<file path="src/rtl/irq_ctrl_pkg.sv">
package irq_ctrl_pkg;

    localparam int unsigned SRC_CNT   = 80;
    localparam int unsigned PRIO_BITS = 3;
    localparam int unsigned THR_BITS  = 2;
    localparam int unsigned ADDR_BITS = 10;
    localparam int unsigned DATA_BITS = 32;
    localparam int unsigned IDX_W     = 8;

    // Word offsets (byte offset / 4) of each register region
    localparam int unsigned WOFS_PEND  = 32'h000 >> 2;
    localparam int unsigned WOFS_MODE  = 32'h00C >> 2;
    localparam int unsigned WOFS_PRIO  = 32'h018 >> 2;
    localparam int unsigned WOFS_ENAB  = 32'h200 >> 2;
    localparam int unsigned WOFS_THR   = 32'h20C >> 2;
    localparam int unsigned WOFS_CLAIM = 32'h210 >> 2;

    typedef enum logic [2:0] {
        RGN_NONE,
        RGN_PEND,
        RGN_MODE,
        RGN_PRIO,
        RGN_ENAB,
        RGN_THR,
        RGN_CLAIM
    } region_e;

    typedef struct packed {
        region_e            rgn;
        logic [IDX_W-1:0]   idx;
    } decode_t;

    // Map a byte offset to a region and an index inside it.
    // For priorities the index is the source number itself.
    function automatic decode_t decode_addr(
        input logic [ADDR_BITS-1:0] addr,
        input int unsigned          words,
        input int unsigned          srcs
    );
        decode_t     d;
        int unsigned w;
        d.rgn = RGN_NONE;
        d.idx = '0;
        w     = int'(addr[ADDR_BITS-1:2]);
        if (addr[1:0] == 2'b00) begin
            if (w >= WOFS_PEND && w < WOFS_PEND + words) begin
                d.rgn = RGN_PEND;
                d.idx = IDX_W'(w - WOFS_PEND);
            end else if (w >= WOFS_MODE && w < WOFS_MODE + words) begin
                d.rgn = RGN_MODE;
            end else if (w >= WOFS_PRIO && w < WOFS_PRIO + srcs - 1) begin
                d.rgn = RGN_PRIO;
                d.idx = IDX_W'(w - WOFS_PRIO + 1);
            end else if (w >= WOFS_ENAB && w < WOFS_ENAB + words) begin
                d.rgn = RGN_ENAB;
                d.idx = IDX_W'(w - WOFS_ENAB);
            end else if (w == WOFS_THR) begin
                d.rgn = RGN_THR;
            end else if (w == WOFS_CLAIM) begin
                d.rgn = RGN_CLAIM;
            end
        end
        return d;
    endfunction

endpackage

</file>
<file path="src/rtl/irq_ctrl_gate.sv">
// Per-source pending / in-service state.
module irq_ctrl_gate #(
    parameter int unsigned NUM_SRC = 80,
    parameter int unsigned ID_W    = 7
) (
    input  logic               clk,
    input  logic               rst,
    input  logic [NUM_SRC-1:0] src_i,
    input  logic               take_i,
    input  logic [ID_W-1:0]    take_id_i,
    input  logic               done_i,
    input  logic [ID_W-1:0]    done_id_i,
    output logic [NUM_SRC-1:0] pend_o,
    output logic [NUM_SRC-1:0] clm_o
);

    for (genvar n = 0; n < NUM_SRC; n++) begin : g_src
        if (n == 0) begin : g_null
            logic unused_req;
            assign unused_req = src_i[n];
            assign pend_o[n]  = 1'b0;
            assign clm_o[n]   = 1'b0;
        end else begin : g_live
            logic pend_q;
            logic clm_q;
            logic take;
            logic done;

            assign take = take_i && (take_id_i == ID_W'(n));
            assign done = done_i && (done_id_i == ID_W'(n));

            always_ff @(posedge clk) begin
                if (rst) begin
                    pend_q <= 1'b0;
                    clm_q  <= 1'b0;
                end else begin
                    // request latches only while not in service; claim clears
                    pend_q <= (pend_q | (src_i[n] & ~clm_q)) & ~take;
                    clm_q  <= (clm_q & ~done) | take;
                end
            end

            assign pend_o[n] = pend_q;
            assign clm_o[n]  = clm_q;
        end
    end

endmodule

</file>
<file path="src/rtl/irq_ctrl_cfg.sv">
// Software-visible configuration: priorities, enables, threshold.
module irq_ctrl_cfg
    import irq_ctrl_pkg::*;
#(
    parameter int unsigned NUM_SRC = 80,
    parameter int unsigned PRIO_W  = 3,
    parameter int unsigned THR_W   = 2
) (
    input  logic                            clk,
    input  logic                            rst,
    input  logic                            wr_i,
    input  region_e                         rgn_i,
    input  logic [IDX_W-1:0]                idx_i,
    input  logic [31:0]                     wdata_i,
    output logic [NUM_SRC-1:0][PRIO_W-1:0]  prio_o,
    output logic [NUM_SRC-1:0]              en_o,
    output logic [THR_W-1:0]                thr_o
);

    logic [THR_W-1:0] thr_q;

    always_ff @(posedge clk) begin
        if (rst) begin
            thr_q <= '0;
        end else if (wr_i && rgn_i == RGN_THR) begin
            thr_q <= wdata_i[THR_W-1:0];
        end
    end
    assign thr_o = thr_q;

    for (genvar n = 0; n < NUM_SRC; n++) begin : g_cfg
        if (n == 0) begin : g_null
            assign prio_o[n] = '0;
            assign en_o[n]   = 1'b0;
        end else begin : g_live
            logic [PRIO_W-1:0] prio_q;
            logic              en_q;

            always_ff @(posedge clk) begin
                if (rst) begin
                    prio_q <= '0;
                    en_q   <= 1'b0;
                end else if (wr_i) begin
                    if (rgn_i == RGN_PRIO && idx_i == IDX_W'(n))
                        prio_q <= wdata_i[PRIO_W-1:0];
                    if (rgn_i == RGN_ENAB && idx_i == IDX_W'(n / 32))
                        en_q <= wdata_i[n % 32];
                end
            end

            assign prio_o[n] = prio_q;
            assign en_o[n]   = en_q;
        end
    end

endmodule

</file>
<file path="src/rtl/irq_ctrl_arb.sv">
// Combinational selection of the most urgent eligible source.
module irq_ctrl_arb #(
    parameter int unsigned NUM_SRC = 80,
    parameter int unsigned PRIO_W  = 3,
    parameter int unsigned THR_W   = 2,
    parameter int unsigned ID_W    = 7
) (
    input  logic [NUM_SRC-1:0]             pend_i,
    input  logic [NUM_SRC-1:0]             en_i,
    input  logic [NUM_SRC-1:0][PRIO_W-1:0] prio_i,
    input  logic [THR_W-1:0]               thr_i,
    output logic [ID_W-1:0]                best_id_o,
    output logic                           hit_o
);

    logic [NUM_SRC-1:0] elig;

    for (genvar n = 0; n < NUM_SRC; n++) begin : g_elig
        assign elig[n] = pend_i[n] & en_i[n];
    end

    always_comb begin
        logic [PRIO_W-1:0] bar;
        bar       = PRIO_W'(thr_i);
        best_id_o = '0;
        hit_o     = 1'b0;
        // strict compare keeps the lowest number on a tie
        for (int n = 1; n < NUM_SRC; n++) begin
            if (elig[n] && prio_i[n] > bar) begin
                bar       = prio_i[n];
                best_id_o = ID_W'(n);
                hit_o     = 1'b1;
            end
        end
    end

endmodule

</file>
<file path="src/rtl/irq_ctrl.sv">
module irq_ctrl
    import irq_ctrl_pkg::*;
#(
    parameter int unsigned NUM_SRC = SRC_CNT,
    parameter int unsigned PRIO_W  = PRIO_BITS,
    parameter int unsigned THR_W   = THR_BITS
) (
    input  logic                 clk,
    input  logic                 rst,
    input  logic [NUM_SRC-1:0]   src_i,
    input  logic                 bus_req,
    input  logic                 bus_we,
    input  logic [3:0]           bus_be,
    input  logic [ADDR_BITS-1:0] bus_addr,
    input  logic [31:0]          bus_wdata,
    output logic [31:0]          bus_rdata,
    output logic                 bus_rvalid,
    output logic                 irq_o
);

    localparam int unsigned WORDS = (NUM_SRC + 31) / 32;
    localparam int unsigned PAD_W = WORDS * 32;
    localparam int unsigned ID_W  = $clog2(NUM_SRC);

    decode_t                       dec;
    logic                          acc_ok;
    logic                          wr;
    logic                          rd;
    logic                          claim_rd;
    logic                          done;
    logic [NUM_SRC-1:0]            pend_vec;
    logic [NUM_SRC-1:0]            clm_vec;
    logic [NUM_SRC-1:0]            en_vec;
    logic [NUM_SRC-1:0][PRIO_W-1:0] prio_vec;
    logic [THR_W-1:0]              thr;
    logic [ID_W-1:0]               sel_id;
    logic                          sel_hit;
    logic [PAD_W-1:0]              pend_pad;
    logic [PAD_W-1:0]              en_pad;
    logic [31:0]                   rd_word;
    logic [31:0]                   rdata_q;
    logic                          rvalid_q;
    logic                          irq_q;

    assign dec      = decode_addr(bus_addr, WORDS, NUM_SRC);
    assign acc_ok   = bus_req && (bus_be == 4'hF);
    assign wr       = acc_ok && bus_we;
    assign rd       = acc_ok && !bus_we;
    assign claim_rd = rd && (dec.rgn == RGN_CLAIM);
    assign done     = wr && (dec.rgn == RGN_CLAIM) && ((bus_wdata >> ID_W) == '0);

    irq_ctrl_gate #(
        .NUM_SRC (NUM_SRC),
        .ID_W    (ID_W)
    ) u_gate (
        .clk       (clk),
        .rst       (rst),
        .src_i     (src_i),
        .take_i    (claim_rd && sel_hit),
        .take_id_i (sel_id),
        .done_i    (done),
        .done_id_i (bus_wdata[ID_W-1:0]),
        .pend_o    (pend_vec),
        .clm_o     (clm_vec)
    );

    irq_ctrl_cfg #(
        .NUM_SRC (NUM_SRC),
        .PRIO_W  (PRIO_W),
        .THR_W   (THR_W)
    ) u_cfg (
        .clk     (clk),
        .rst     (rst),
        .wr_i    (wr),
        .rgn_i   (dec.rgn),
        .idx_i   (dec.idx),
        .wdata_i (bus_wdata),
        .prio_o  (prio_vec),
        .en_o    (en_vec),
        .thr_o   (thr)
    );

    irq_ctrl_arb #(
        .NUM_SRC (NUM_SRC),
        .PRIO_W  (PRIO_W),
        .THR_W   (THR_W),
        .ID_W    (ID_W)
    ) u_arb (
        .pend_i    (pend_vec),
        .en_i      (en_vec),
        .prio_i    (prio_vec),
        .thr_i     (thr),
        .best_id_o (sel_id),
        .hit_o     (sel_hit)
    );

    assign pend_pad = PAD_W'(pend_vec);
    assign en_pad   = PAD_W'(en_vec);

    always_comb begin
        rd_word = '0;
        unique case (dec.rgn)
            RGN_PEND:  rd_word = pend_pad[32*int'(dec.idx) +: 32];
            RGN_ENAB:  rd_word = en_pad[32*int'(dec.idx) +: 32];
            RGN_PRIO:  rd_word = 32'(prio_vec[dec.idx[ID_W-1:0]]);
            RGN_THR:   rd_word = 32'(thr);
            RGN_CLAIM: rd_word = 32'(sel_id);
            default:   rd_word = '0;
        endcase
    end

    always_ff @(posedge clk) begin
        if (rst) begin
            rdata_q  <= '0;
            rvalid_q <= 1'b0;
            irq_q    <= 1'b0;
        end else begin
            rdata_q  <= rd ? rd_word : '0;
            rvalid_q <= bus_req && !bus_we;
            irq_q    <= sel_hit;
        end
    end

    assign bus_rdata  = rdata_q;
    assign bus_rvalid = rvalid_q;
    assign irq_o      = irq_q;

endmodule

</file>
<file path="config.mk">
export PLATFORM = sky130hd
export DESIGN_NAME = irq_ctrl
export DESIGN_NICKNAME = d
export VERILOG_FILES = /design/src/rtl/irq_ctrl_pkg.sv /design/src/rtl/irq_ctrl_gate.sv /design/src/rtl/irq_ctrl_cfg.sv /design/src/rtl/irq_ctrl_arb.sv /design/src/rtl/irq_ctrl.sv
export SDC_FILE = /design/constraint.sdc
export NUM_CORES = 2
export LEC_CHECK = 0
export BUFFER_PORTS_ARGS = -buffer_cell sky130_fd_sc_hd__buf_2
export CAP_MARGIN = 10
export CORE_UTILIZATION = 50
export CTS_BUF_LIST = sky130_fd_sc_hd__clkbuf_8 sky130_fd_sc_hd__clkbuf_16
export DETAILED_ROUTE_END_ITERATION = 10
export PLACE_DENSITY = 0.69
export SYNTH_ARGS = -nofsm -noshare
export SYNTH_HDL_FRONTEND = slang
export SYNTH_SLANG_ARGS = --single-unit
</file>
<file path="constraint.sdc">
create_clock -name clk -period 147.8 [get_ports clk]
set_input_delay 29.56 -clock clk [delete_from_list [all_inputs] [get_ports clk]]
set_output_delay 29.56 -clock clk [all_outputs]
set_load 0.02 [all_outputs]
</file>
=== Word-level counts from Yosys, hierarchy flattened ===
Index checks and enable logic that the tools add are counted.
Widths: inputs -> output; s select.

* Flip-flop bits (word level): 510
* Input port bits: 130
* Output and inout bits: 34

* Add/sub/neg operators: 3
* Magnitude comparators: 87
* Equal/unequal tests: 245
* Shifts and indexed selects: 2
* Mux-type cells: 248
* Bitwise gates (word level): 712
* Reductions and logical operators: 418

{| class="wikitable"
|+ Operators by type and width
! kind !! number
|-
| $eq 7x6->1 const B || 64
|-
| $logic_and 1x1->1 || 331
|-
| $and 1x1->1 || 316
|-
| $mux 3 || 87
|-
| $eq 8x6->1 const B || 32
|-
| $not 1->1 || 238
|-
| $gt 3x3->1 || 78
|-
| $eq 7x5->1 const B || 32
|-
| $eq 7x7->1 const B || 32
|-
| $mux 6 || 32
|-
| $shiftx 96x14->32 || 2
|-
| $reduce_and 2->1 || 82
|-
| $pmux 32 s5 || 1
|-
| $or 1x1->1 || 158
|-
| $eq 8x5->1 const B || 16
|-
| $eq 8x7->1 const B || 16
|-
| $eq 7x4->1 const B || 16
|-
| $mux 7 || 16
|-
| $mux 1 || 80
|-
| $mux 5 || 16
|-
| $eq 8x4->1 const B || 8
|-
| $eq 7x3->1 const B || 8
|-
| $mux 11 || 3
|-
| $eq 8x3->1 const B || 4
|-
| other kinds (30) || 47
|}

=== Logic depth before layout (Yosys ltp) ===
* Depth in word-level cells: 241
* Gate-level depth with buffers: 567
* Mapped depth without buffers: 560

=== Modules after synthesis ===
Synthesis repeated with hierarchy kept, for this count alone.

* Cell total of the unflattened synthesis: 5,008
* Area, all modules: 38,909.8 um^2

{| class="wikitable"
|+ Modules (own cells, without submodules)
! module !! instances !! cells an instance !! area each (um^2)
|-
| irq_ctrl_cfg || 1 || 1,283 || 13,656.8
|-
| irq_ctrl_arb || 1 || 1,969 || 11,926.4
|-
| irq_ctrl_gate || 1 || 908 || 7,617.3
|-
| irq_ctrl || 1 || 848 || 5,709.2
|}

=== Worst setup path after synthesis ===
Ideal clock, no wire load.

* Kind: reg2reg
* Start: reg u_cfg.thr_q[1] (netlist: u_cfg.thr_o[1])
* End: reg u_gate.g_src[10].g_live.clm_q
* Library setup time: 0.070 ns
* Arrival time: 103.833 ns
* Required time: 147.730 ns
* Slack: 43.897 ns
* Stages on the path, launching flop included: 548
* Buffers on the path: 6
* Path through: dfxtp_1 > inv_1 > ha_1 > nor2b_1 > o2111a_1 > nor2_1 > nand2_1 > o21ai_0 > ha_1 > nand2_1 > nor3_1 > o211ai_1 > nand3_1 > nor2_2 > nand2_1 > o21ai_0 > inv_1 > ha_1 > [... 512 more ...] > ha_1 > inv_1 > a21o_1 > a21oi_1 > a311oi_1 > mux2_2 > ha_1 > nor2b_1 > o21ai_0 > a21oi_1 > or2_2 > buf_12 > nor3_1 > nand3_2 > nor4_4 > buf_2 > nand3_1 > a21oi_1

* Word-level cells in the longest chain between the ends: 240

{| class="wikitable"
|+ RTL lines
! what !! RTL line !! text
|-
| start, declared || irq_ctrl_cfg.sv:20 || <nowiki>logic [THR_W-1:0] thr_q;</nowiki>
|-
| start signal, assigned || irq_ctrl_cfg.sv:26 || <nowiki>thr_q <= wdata_i[THR_W-1:0];</nowiki>
|-
| $gt 3x2->1 || irq_ctrl_arb.sv:29 || <nowiki>if (elig[n] && prio_i[n] > bar) begin</nowiki>
|-
| $logic_and 1x1->1 || irq_ctrl_arb.sv:29 ||
|-
| $mux 3 || irq_ctrl_arb.sv:29 ||
|-
| $gt 3x3->1 || irq_ctrl_arb.sv:29 ||
|-
| $logic_and 1x1->1 || irq_ctrl_arb.sv:29 ||
|-
| $mux 3 || irq_ctrl_arb.sv:29 ||
|-
| $gt 3x3->1 || irq_ctrl_arb.sv:29 ||
|-
| $logic_and 1x1->1 || irq_ctrl_arb.sv:29 ||
|-
| [... 224 more ...] || - ||
|-
| $logic_and 1x1->1 || irq_ctrl_arb.sv:29 ||
|-
| $mux 3 || irq_ctrl_arb.sv:29 ||
|-
| $gt 3x3->1 || irq_ctrl_arb.sv:29 ||
|-
| $logic_and 1x1->1 || irq_ctrl_arb.sv:29 ||
|-
| $mux 7 / $mux 1 (equally long branches) || irq_ctrl_arb.sv:29 ||
|-
| $eq 7x4->1 / $logic_and 1x1->1 (equally long branches) || irq_ctrl_gate.sv:29, irq_ctrl.sv:59 ||
|-
| $logic_and 1x1->1 * || irq_ctrl_gate.sv:29 || <nowiki>assign take = take_i && (take_id_i == ID_W'(n));</nowiki>
|-
| $or 1x1->1 * || irq_ctrl_gate.sv:39 || <nowiki>clm_q <= (clm_q & ~done) | take;</nowiki>
|-
| end signal, assigned || irq_ctrl_gate.sv:39 ||
|-
| end, declared || irq_ctrl_gate.sv:25 || <nowiki>logic clm_q;</nowiki>
|}

Every way passes the cells marked *; elsewhere a longest branch is shown, timed or not.
A chain may end at the register's enable or synchronous reset.

=== Worst setup path after layout ===
* Start: reg u_cfg.thr_q[1] (netlist: u_cfg.thr_o[1])
* End: reg u_gate.g_src[7].g_live.pend_q

* Word-level cells in the longest chain between the ends: 241

{| class="wikitable"
|+ RTL lines
! what !! RTL line !! text
|-
| $gt 3x2->1 || irq_ctrl_arb.sv:29 ||
|-
| $logic_and 1x1->1 || irq_ctrl_arb.sv:29 ||
|-
| $mux 3 || irq_ctrl_arb.sv:29 ||
|-
| $gt 3x3->1 || irq_ctrl_arb.sv:29 ||
|-
| $logic_and 1x1->1 || irq_ctrl_arb.sv:29 ||
|-
| $mux 3 || irq_ctrl_arb.sv:29 ||
|-
| $gt 3x3->1 || irq_ctrl_arb.sv:29 ||
|-
| $logic_and 1x1->1 || irq_ctrl_arb.sv:29 ||
|-
| [... 225 more ...] || - ||
|-
| $mux 3 || irq_ctrl_arb.sv:29 ||
|-
| $gt 3x3->1 || irq_ctrl_arb.sv:29 ||
|-
| $logic_and 1x1->1 || irq_ctrl_arb.sv:29 ||
|-
| $mux 7 / $mux 1 (equally long branches) || irq_ctrl_arb.sv:29 ||
|-
| $eq 7x3->1 / $logic_and 1x1->1 (equally long branches) || irq_ctrl_gate.sv:29, irq_ctrl.sv:59 ||
|-
| $logic_and 1x1->1 * || irq_ctrl_gate.sv:29 ||
|-
| $not 1->1 * || irq_ctrl_gate.sv:38 || <nowiki>pend_q <= (pend_q | (src_i[n] & ~clm_q)) & ~take;</nowiki>
|-
| $and 1x1->1 * || irq_ctrl_gate.sv:38 ||
|-
| end signal, assigned || irq_ctrl_gate.sv:38 ||
|-
| end, declared || irq_ctrl_gate.sv:24 || <nowiki>logic pend_q;</nowiki>
|}

Marked as above.

==> impl_metrics.toml <==
[critical_path]
cp.required_ps = 148320
regToRegEndpoint = "u_gate.g_src[7].g_live.pend_q"
cp_common_cell = "nor2_1"
arrival_ps = 122450
cp-start-kind = "flip-flop"
slowest_stage = "nor4_4"
cp_max_fo = 16
critPathCaptureType = "flip-flop"
reg2reg_slack_ps = 25880
regToRegStartpoint = "u_cfg.thr_o[1]"
max_stage_delay_ps = 900
worstSetupPathType = "reg -> reg"
rr_worst_depth = 545

[route]
ant_nets = 0
vias = 38200
wirelength_um = 150000
first_pass_iters = 7
drc_errors = 0
wl_per_cell_um = 26.2
via_per_inst = 6.69
drt_iter0_markers = 5243

[sta]
hold_viol_final = 0
slew_headroom_pct = 6.70
worstMarginPinSlew_ps = 1400
finalMaxSlewViolations = 0
rsz0062_at_grt = "false"
fin_crit_ps = 121920
max_freq_mhz = 8.20
worst_clock_skew_ps = 41.7
setup-tns-final_ps = 0
setup_violations = 0
finalCritPeriodShare_pct = 82.5

[grt]
grt.total_usage_pct = 41.9
busiest_layer = "met2"
met2_usage_pct = 59.6
overflow = 0
gr-usage-met3_pct = 12.2
grt_pass1_vias = 33800
antenna_found_initial = 11
grt_pass1_wl_um = 220000
grt_max_degree = 179
globalRouteMet1Util_pct = 56.6

[final_layout]
layout-drive-gt1-share_pct = 10.0
final_area_um2 = 37300
syn_to_final_growth_pct = 9.49
fillCellCount = 6586
multi_input_area_um2 = 22100
final_util_pct = 55.4
nets = 5004
fin_cells = 5708
ff_latch_area_um2 = 10200

[synth]
synth-seq-cells = 510
ys_async_sr_fraction_pct = 0
yosysTopAreaCellShare_pct = 30.0
synth_cell_types = 126
syn_area_um2 = 34100
yosys_warnings = 0
synth_edf_count = 0
ys_seq_area_share_pct = 30.0
synth_area_per_cell_um2 = 7.15
yosysTopAreaCell = "dfxtp_1"
syn_inst = 4768
post_synth_main_area_contributors = "dfxtp_1 (30%), nand2_1 (8.3%), a21oi_1 (8.3%)"
synthFlopType = "dfxtp_1"
syn_nets = 4988

[clock_network]
ctsResizeCount = 0
cts.root.buffer_cell = "clkbuf_16"
cts-buffers-inserted = 55
cts_buffer_depth = 3
cts_tree = "built"
ctsHoldBuffers = 0
cts.sinks = 510
h-tree-depth = 2
insertion_delay_ps = 670
postCtsSetupBuffers = 0
clkTransAtPathRegs_ps = 60

[pwr]
peakVddDrop_mv = 0.00917
powerDensity_nw_per_um2 = 8.27
combPwrFrac_pct = 6.1
total_power_w = 0.000309
cell_internal_pwr_w = 0.000227
clockPowerShare_pct = 47.4
power_frac_seq_pct = 46.6
netSwitchingFraction_pct = 26.4
p_sw_w = 0.0000816
p_leak_nw = 13.6

[min_path]
hold_path.class = "reg -> reg"
whs_path_depth = 2
hold_start = "u_cfg.g_cfg[11].g_live.en_q"
hold_path_end = "u_cfg.g_cfg[11].g_live.en_q"

[placed_design]
place.gp.congestion = 1.05
placement.io_buffers = 162
dpl.hpwl_um = 111000
place_inst = 5599
placed_area_um2 = 35400

[floorplanning]
core_region_area_um2 = 67300
start_util_pct = 50.6
dieArea_um2 = 69200
die_width_um = 263
num_rows = 95
boundaryPins = 164
die_h_um = 263

[outcome]
outcome = "completed"

[flow_run]
max_cap_viol_count = 0
-- Yosys cell counts, drive strengths merged, types with 9 or more instances --
cell	n
a221oi	12
dfxtp	510
inv	170
and4	9
mux4	25
nor3b	14
a211oi	29
nand4	49
nand2b	17
a31oi	65
o21ai	551
o221ai	9
or2	34
nor4	28
maj3	51
buf	51
ha	90
mux2	24
o31a	10
nand2	755
o21bai	10
o21a	21
a31o	15
o211ai	53
nor2b	91
a21boi	12
and2	65
mux2i	34
o211a	21
and3	73
nand3	250
a21o	27
a2111oi	10
or3	20
nor2	356
o2111ai	25
clkbuf	207
nor3	68
a21oi	568
o22ai	153
o31ai	30
-- metal layers --
layer	routed length, µm	part of all wire, %
met1	59100	39
met2	60100	40
met3	21200	14
met4	9370	6.3
met5	34	0.023
-- registers in the layout (all words and copies together) (netlist names) --
name / count
bus_rvalid: 1
u_gate.g_src.g_live.clm_q: 79
u_cfg.thr_o: 2
u_cfg.g_cfg.g_live.en_q: 79
u_gate.g_src.g_live.pend_q: 79
u_cfg.g_cfg.g_live.prio_q: 237
irq_o: 1
bus_rdata: 32
-- worst max-delay path by stage --
stage | endpoint | cells after the start | from | slack, ps
6_report | u_gate.g_src[7].g_live.pend_q | 545 | u_cfg.thr_o[1] | 25880
5_1_grt | u_gate.g_src[1].g_live.clm_q | 542 | u_cfg.thr_o[1] | 17290
4_1_cts | u_gate.g_src[30].g_live.clm_q | 542 | u_cfg.thr_o[1] | 28010
3_5_place_dp | u_gate.g_src[30].g_live.clm_q | 542 | u_cfg.thr_o[1] | 28500
3_3_place_gp | u_gate.g_src[2].g_live.pend_q | 541 | u_cfg.thr_o[1] | 29450
2_1_floorplan | u_gate.g_src[10].g_live.clm_q | 547 | u_cfg.thr_o[1] | 43900
-- power groups by stage --
stage          Combinational [W]  Sequential (W)  Clock (W)
2_1_floorplan         0.00000931        0.000143          0
3_3_place_gp           0.0000176        0.000146          0
3_5_place_dp           0.0000176        0.000146          0
4_1_cts                0.0000177        0.000143   0.000146
5_1_grt                0.0000192        0.000143   0.000152
6_report               0.0000187        0.000144   0.000146
-- placed cells by master (no fill, tap or decap), types with 21 or more instances in the layout --
cell and instances:
nand2_1 750, a21oi_1 565, o21ai_0 525, dfxtp_1 510, nor2_1 348, nand3_1 246
inv_1 183, buf_2 158, o22ai_1 153, nor2b_1 91, ha_1 90, and3_1 72
buf_4 64, and2_1 62, a31oi_1 61, nor3_1 60, clkbuf_16 55, o211ai_1 52
maj3_1 51, nand4_1 49, mux2i_1 34, or2_2 31, o31ai_1 28, a21o_1 27
a211oi_1 25, mux4_2 25, o2111ai_1 24, o21ai_1 22, mux2_2 22, o211a_1 21
nor4_1 21, o21a_1 21
-- worst max-delay path: cells and delay by family, from the launching register on --
| family | cells | cell delay, ps |
|---|---|---|
| AOI/OAI and AO/OA | 188 | 41280 |
| buffers and inverters | 20 | 2260 |
| and+or+nand+nor | 194 | 33920 |
| DFF | 1 | 550 |
| muxes | 20 | 7370 |
| adders and majority gates | 123 | 36350 |
-- layout make-up --
type | count | share of cell area, %
antenna | 6 | 0.0402
clock inverter | 32 | 0.788
inverter | 172 | 1.73
clock buffer | 70 | 4.24
multi-input combinational | 3820 | 59.4
tap | 873 | 2.93
sequential | 510 | 27.4
timing repair buffer | 225 | 3.53
-- cell families (layout without fill, tap and decap cells) --
kind of cell	after synthesis	after routing	share of synthesized area (%)
fa+ha+maj	141	141	4.80
xor+xnor	7	7	0.180
buf+inv	438	499	5.23
other cells	0	6	0
mux	83	83	3.46
compound gates	1725	1725	30.6
flops	510	510	30.0
simple gates	1864	1864	25.8
-- through the flow --
stage          setup slack [ps]  hold WS (ps)
6_report                  25880           467
5_1_grt                   17290           484
4_1_cts                   28010           465
3_5_place_dp              28500           456
3_3_place_gp              29450           449
2_1_floorplan             43900           442
Note: power is estimated with default switching activity, not from simulation.
